===== src/rtl/lbic_pkg.sv =====
package lbic_pkg;
    typedef enum logic {
        IRQ_QUIET  = 1'b0,
        IRQ_ACTIVE = 1'b1
    } irq_state_e;

    typedef enum logic [1:0] {
        SEL_NONE = 2'd0,
        SEL_SRC  = 2'd1,
        SEL_MASK = 2'd2
    } reg_sel_e;
endpackage


===== src/rtl/lbic_sync.sv =====
module lbic_sync #(
    parameter int N = 16
) (
    input  logic         clk,
    input  logic         rst_n,
    input  logic [N-1:0] async_i,
    output logic [N-1:0] sync_o
);
    logic [N-1:0] stage1;

    for (genvar g = 0; g < N; g++) begin : g_bit
        always_ff @(posedge clk or negedge rst_n) begin
            if (!rst_n) begin
                stage1[g] <= 1'b0;
                sync_o[g] <= 1'b0;
            end else begin
                stage1[g] <= async_i[g];
                sync_o[g] <= stage1[g];
            end
        end
    end
endmodule


===== src/rtl/lbic_prio.sv =====
module lbic_prio #(
    parameter int N      = 16,
    parameter int CODE_W = $clog2(N + 1) + 2
) (
    input  logic              clk,
    input  logic              rst_n,
    input  logic [N-1:0]      pend_i,
    output logic [CODE_W-1:0] code_o
);
    localparam int IDX_W = (N > 1) ? $clog2(N) : 1;

    always_comb begin
        code_o = '0;
        for (int i = N - 1; i >= 0; i--) begin
            if (pend_i[i]) code_o = CODE_W'((i + 1) << 2);
        end
    end

    logic [IDX_W-1:0] chk_idx;
    assign chk_idx = IDX_W'((code_o >> 2) - 1);


    src_zero_chk: assert property (@(posedge clk) disable iff (!rst_n)
        (pend_i == '0) |-> (code_o == '0));


    src_lowest_chk: assert property (@(posedge clk) disable iff (!rst_n)
        (code_o != '0) |-> (pend_i[chk_idx] &&
            ((pend_i & ~({N{1'b1}} << chk_idx)) == '0)));
endmodule


===== src/rtl/lbic_irq_fsm.sv =====
module lbic_irq_fsm
    import lbic_pkg::*;
(
    input  logic clk,
    input  logic rst_n,
    input  logic gated_any_i,
    output logic irq_o
);
    irq_state_e state_q, state_d;

    always_comb begin
        state_d = state_q;
        unique case (state_q)
            IRQ_QUIET:  if (gated_any_i)  state_d = IRQ_ACTIVE; // RAISE
            IRQ_ACTIVE: if (!gated_any_i) state_d = IRQ_QUIET;  // DROP
            default:                      state_d = IRQ_QUIET;
        endcase
    end

    always_ff @(posedge clk or negedge rst_n) begin
        if (!rst_n) state_q <= IRQ_QUIET;
        else        state_q <= state_d;
    end

    always_comb begin
        irq_o = (state_q == IRQ_ACTIVE);
    end
endmodule


===== src/rtl/lbic_regif.sv =====
module lbic_regif
    import lbic_pkg::*;
#(
    parameter int          N           = 16,
    parameter int          ADDR_W      = 12,
    parameter int          DATA_W      = 16,
    parameter int          CODE_W      = 7,
    parameter logic [11:0] SRC_OFFSET  = 12'h000,
    parameter logic [11:0] MASK_OFFSET = 12'h002,
    parameter logic [15:0] MASK_RESET  = 16'h0010
) (
    input  logic              clk,
    input  logic              rst_n,
    input  logic [ADDR_W-1:0] addr_i,
    input  logic              wr_i,
    input  logic              rd_i,
    input  logic [DATA_W-1:0] wdata_i,
    input  logic [CODE_W-1:0] code_i,
    output logic [N-1:0]      mask_o,
    output logic [DATA_W-1:0] rdata_o
);
    reg_sel_e sel;

    always_comb begin
        if (addr_i == ADDR_W'(SRC_OFFSET))       sel = SEL_SRC;
        else if (addr_i == ADDR_W'(MASK_OFFSET)) sel = SEL_MASK;
        else                                     sel = SEL_NONE;
    end

    always_ff @(posedge clk or negedge rst_n) begin
        if (!rst_n)                       mask_o <= N'(MASK_RESET);
        else if (wr_i && sel == SEL_MASK) mask_o <= N'(wdata_i);
    end

    always_ff @(posedge clk or negedge rst_n) begin
        if (!rst_n) begin
            rdata_o <= '0;
        end else if (rd_i) begin
            unique case (sel)
                SEL_SRC:  rdata_o <= DATA_W'(code_i);
                SEL_MASK: rdata_o <= DATA_W'(mask_o);
                default:  rdata_o <= '0;
            endcase
        end else begin
            rdata_o <= '0;
        end
    end


    mask_load_chk: assert property (@(posedge clk) disable iff (!rst_n)
        (wr_i && addr_i == ADDR_W'(MASK_OFFSET)) |=> (mask_o == $past(N'(wdata_i))));


    mask_hold_chk: assert property (@(posedge clk) disable iff (!rst_n)
        !(wr_i && addr_i == ADDR_W'(MASK_OFFSET)) |=> $stable(mask_o));


    rdata_idle_chk: assert property (@(posedge clk) disable iff (!rst_n)
        !rd_i |=> (rdata_o == '0));
endmodule


===== src/rtl/lbus_irq_ctrl.sv =====
module lbus_irq_ctrl #(
    parameter int          N           = 16,
    parameter int          ADDR_W      = 12,
    parameter int          DATA_W      = 16,
    parameter logic [11:0] SRC_OFFSET  = 12'h000,
    parameter logic [11:0] MASK_OFFSET = 12'h002,
    parameter logic [15:0] MASK_RESET  = 16'h0010
) (
    input  logic              clk,
    input  logic              rst_n,
    input  logic [N-1:0]      irq_req_i,
    input  logic [ADDR_W-1:0] bus_addr_i,
    input  logic              bus_wr_i,
    input  logic              bus_rd_i,
    input  logic [DATA_W-1:0] bus_wdata_i,
    output logic [DATA_W-1:0] bus_rdata_o,
    output logic              irq_o
);
    localparam int CODE_W = $clog2(N + 1) + 2;

    logic [N-1:0]      status;
    logic [N-1:0]      mask;
    logic [N-1:0]      gated;
    logic [CODE_W-1:0] src_code;

    lbic_sync #(.N(N)) u_sync (
        .clk     (clk),
        .rst_n   (rst_n),
        .async_i (irq_req_i),
        .sync_o  (status)
    );

    assign gated = status & mask;

    lbic_prio #(.N(N), .CODE_W(CODE_W)) u_prio (
        .clk    (clk),
        .rst_n  (rst_n),
        .pend_i (gated),
        .code_o (src_code)
    );

    lbic_regif #(
        .N(N), .ADDR_W(ADDR_W), .DATA_W(DATA_W), .CODE_W(CODE_W),
        .SRC_OFFSET(SRC_OFFSET), .MASK_OFFSET(MASK_OFFSET), .MASK_RESET(MASK_RESET)
    ) u_regif (
        .clk     (clk),
        .rst_n   (rst_n),
        .addr_i  (bus_addr_i),
        .wr_i    (bus_wr_i),
        .rd_i    (bus_rd_i),
        .wdata_i (bus_wdata_i),
        .code_i  (src_code),
        .mask_o  (mask),
        .rdata_o (bus_rdata_o)
    );

    lbic_irq_fsm u_fsm (
        .clk         (clk),
        .rst_n       (rst_n),
        .gated_any_i (|gated),
        .irq_o       (irq_o)
    );


    irq_level_chk: assert property (@(posedge clk) disable iff (!rst_n)
        irq_o == ($past(status & mask) != '0));


    status_src_chk: assert property (@(posedge clk) disable iff (!rst_n)
        (status != $past(status)) |-> (status == $past(u_sync.stage1)));
endmodule


===== config.mk =====
export PLATFORM = sky130hd
export DESIGN_NAME = lbus_irq_ctrl
export DESIGN_NICKNAME = d
export VERILOG_FILES = /design/src/rtl/lbic_pkg.sv /design/src/rtl/lbic_sync.sv /design/src/rtl/lbic_prio.sv /design/src/rtl/lbic_irq_fsm.sv /design/src/rtl/lbic_regif.sv /design/src/rtl/lbus_irq_ctrl.sv
export SDC_FILE = /design/constraint.sdc
export NUM_CORES = 1
export LEC_CHECK = 0
export BUFFER_PORTS_ARGS = -buffer_cell sky130_fd_sc_hd__buf_2
export CAP_MARGIN = 20
export CORE_MARGIN = 3
export CORE_UTILIZATION = 54
export CTS_CLUSTER_SIZE = 24
export DETAILED_ROUTE_END_ITERATION = 10
export PLACE_DENSITY = 0.82
export SLEW_MARGIN = 25
export SYNTH_ARGS = -nofsm -noshare
export SYNTH_HDL_FRONTEND = slang
export SYNTH_SLANG_ARGS = --single-unit

===== constraint.sdc =====
create_clock -name clk -period 4.29 [get_ports clk]
set_input_delay 0.429 -clock clk [delete_from_list [all_inputs] [get_ports clk]]
set_output_delay 0.429 -clock clk [all_outputs]
set_load 0.02 [all_outputs]

==> metrics.md <==
| Metric | Value |
|---|---|
| CTS root buffer | `clkbuf_8` |
| Critical Path Source Type | `primary input` |
| Total Routing Usage GR | `17.9%` |
| Placement Cell Area | `between 0.002 and 0.003 mm²` |
| DR pass1 iterations | `6` |
| Max frequency | `~550 MHz` |
| Ys async rst share | `100%` |
| Crit path cell chain | `buf_2, nor4_1, and3_1, mux2_2` |
| Aggregate routed wire length | `around 4.1 mm` |
| Leakage power | `roughly 0.0014 µW` |
| Synth cell types | `30` |
| Post-synth EDFFs | `0` |
| Internal | `a little under 900 µW` |
| Placement Rows | `22` |
| Resized cells post-CTS | `0` |
| Gate Count Post-Synth | `158` |
| Syn nets | `206` |
| CORE AREA | `0.00385 mm²` |
| HPWL after DPL | `2.96 mm` |
| Clk network pwr share | `38.6%` |
| Status | `finished clean` |
| GR Util met3 | `6.53%` |
| Die X | `a little over 70 µm` |
| Crit path time final | `1.82 ns` |
| Ranking of synthesized cells by area | `dfrtp_1, mux2_2, and2_1` |
| CP arrival | `2.03 ns` |
| Post-CTS setup buffer count | `0` |
| Final Power | `1100 µW` |
| Fraction of power consumed by sequential logic | `57.7%` |
| Grt peak-use layer | `met2` |
| Maximum clock insertion buffer count | `2` |
| Critical Path RT | `4.50 ns` |
| H-tree Lvls | `3` |
| Switching share of power | `19.9%` |
| CTS tree | `done` |
| Final setup vio count | `0` |
| Synth top area share | `70.4%` |
| Nets@finish | `about 280` |
| Total of max-cap violations | `0` |
| Clk_lat worst skew | `around 0.33 ns` |
| RSZ-0062 raised after global routing | `no` |
| Synthesized area | `0.00227 mm²` |
| Final RePlAce weighted congestion | `0.760` |
| Setup crit end kind | `flop` |
| Area growth syn-to-layout | `23.4%` |
| Grt met2 use | `27.9%` |
| Port-buffer cells | `64` |
| Vias per cell | `5.33` |
| Max-slew violations | `0` |
| Grt total ovfl | `0` |
| Crit path max-delay family | `simple AND/OR/NAND/NOR gates` |
| Peak supply drop | `between 200 and 300 µV` |
| Final ANT Viol Nets | `0` |
| GRT met1 Usage | `22.1%` |
| P per Cell Area | `approximately 400 mW/mm²` |
| DRC Markers | `0` |
| Global-route wire length before repair | `approximately 6.7 mm` |
| Die Ht | `70.9 µm` |
| Register area share after synthesis | `roughly 70%` |
| Finished Cell Area | `0.00281 mm²` |
| Die ar. | `between 0.005 and 0.006 mm²` |
| IO Count | `between 60 and 70` |
| Vias in the first global route | `1,458` |
| Flops & latches, synth | `65` |
| Final critical-path share of the clock period | `42.4%` |
| DR iter-0 viols | `114` |
| Setup CP Type | `in2reg` |
| Top cells by count, synth | `dfrtp_1, nand2_1, and2_1` |
| Setup TNS | `0 ns` |
| NetSw | `220 µW` |
| Hold-fix buffers, CTS | `0` |
| Most numerous cell in the Yosys netlist | `dfrtp_1` |
| Worst slew margin | `47.6%` |
| Layout cell share with drive strength beyond 1 | `37.8%` |
| Final core occ | `72.8%` |
| Worst hold margin | `0.209 ns` |
| Clock skew | `0.00596 ns` |
| Main synth FF type | `dfrtp_1` |
| Worst Max-Slew Pin Slew | `about 0.79 ns` |
| TritonCTS Buffers | `9` |
| Starting density of the core | `59.0%` |
| Critical-path top delay cell | `and3_1` |
| Yosys warns | `0` |
| Combinational group share of total power | `3.7%` |
| Clk sink count | `65` |
| Hold Path Class | `in2reg` |
| Via count | `1,497` |
| # diodes | `0` |
| Crit Path Max Fanout | `16` |
| Largest net degree at the start of global routing | `66` |
| Avg Inst Size Synth | `14.4 µm²` |
| CP peak stage delay | `approximately 0.74 ns` |
| Clk slew on worst S/H paths | `0.06 ns` |
| Initial antenna violation count | `0` |
| Drt wl/cell | `14.6 µm` |
| Final Hold Fails | `0` |
| Buf/Inv on CP | `1` |
| Synth area leader | `dfrtp_1` |
-- worst register-to-register path, stage by stage, from the launching register on --
cell,delay (ns)
dfrtp_1,0.42
a222oi_1,0.42
nand3_1,0.17
or4_1,0.52
a21oi_1,0.15
-- state kept, by name (all words and copies together), names as in the netlist --
name             cells
u_fsm.irq_o          1
u_regif.rdata_o     16
u_sync.stage1       16
u_regif.mask_o      16
u_sync.sync_o       16
-- layout by cell type, fill, tap and decap left out, drive strengths merged --
master   instances
buf             65
dfrtp           64
nand2           18
mux2            16
clkbuf          14
and2            13
a21oi            6
a22oi            5
nor4             4
a22o             4
and3             3
a222oi           2
nand3            2
nor2b            2
o211ai           2
nor3             1
nand4bb          1
or4              1
or3b             1
a211oi           1
o21ai            1
o2111ai          1
a32o             1
and2b            1
a31oi            1
a2111oi          1
nor2             1
dfstp            1
-- cell type report --
class                      instances  area (µm²)
timing repair buffer              65         328
fill                             258        1050
clock buffer                      14         163
sequential                        65        1630
tap                               48        60.1
multi-input combinational         89         628
-- per-layer routing --
metal  share of wire (%)  vias up
met5                   0        -
met4                 1.0        0
met3                 9.1        7
met2                  48       70
met1                  42      713
li1                    -      707
-- path summary, 6_finish.rpt --
kind                       slack, ns                            end                     startpoint  cells past startpoint
min reg2reg                     0.34     u_sync.sync_o[6]$_DFF_PN0_     u_sync.stage1[6]$_DFF_PN0_                      0
min                             0.21    u_sync.stage1[11]$_DFF_PN0_                  irq_req_i[11]                      1
max in group asynchronous       3.53     u_sync.stage1[6]$_DFF_PN0_                          rst_n                      2
min in group asynchronous       0.26  u_regif.rdata_o[10]$_DFF_PN0_                          rst_n                      2
max reg2reg                     2.53   u_regif.rdata_o[6]$_DFF_PN0_  u_regif.mask_o[2]$_DFFE_PN0P_                      4
max                             2.47  u_regif.mask_o[9]$_DFFE_PN0P_                  bus_addr_i[9]                      4
-- per-stage QoR --
stage	worst slack, ns	cells
global placement	2.25	267
detailed placement	2.12	267
floorplan	2.57	158
finish	2.47	281
global route	2.35	281
CTS	2.47	281
-- cell families (layout without fill, tap and decap cells) --
group / count (synthesis) / in the layout / synth area share, %
AND/OR/NAND/NOR: 48 / 48 / 11.4
flip-flops: 65 / 65 / 71.6
AO/OA/AOI/OAI: 25 / 25 / 8.31
buffers and inverters: 4 / 79 / 0.771
multiplexers: 16 / 16 / 7.93
-- power by group through the flow --
stage                     registers, µW  clock network [µW]  logic (µW)
after global routing                639                 467        47.4
after floorplan                     646                   0        6.20
final                               638                 426        40.9
after CTS                           637                 438        42.0
after global placement              647                   0        41.2
after detailed placement            648                   0        41.7
Power figures use the tool's default switching activity.
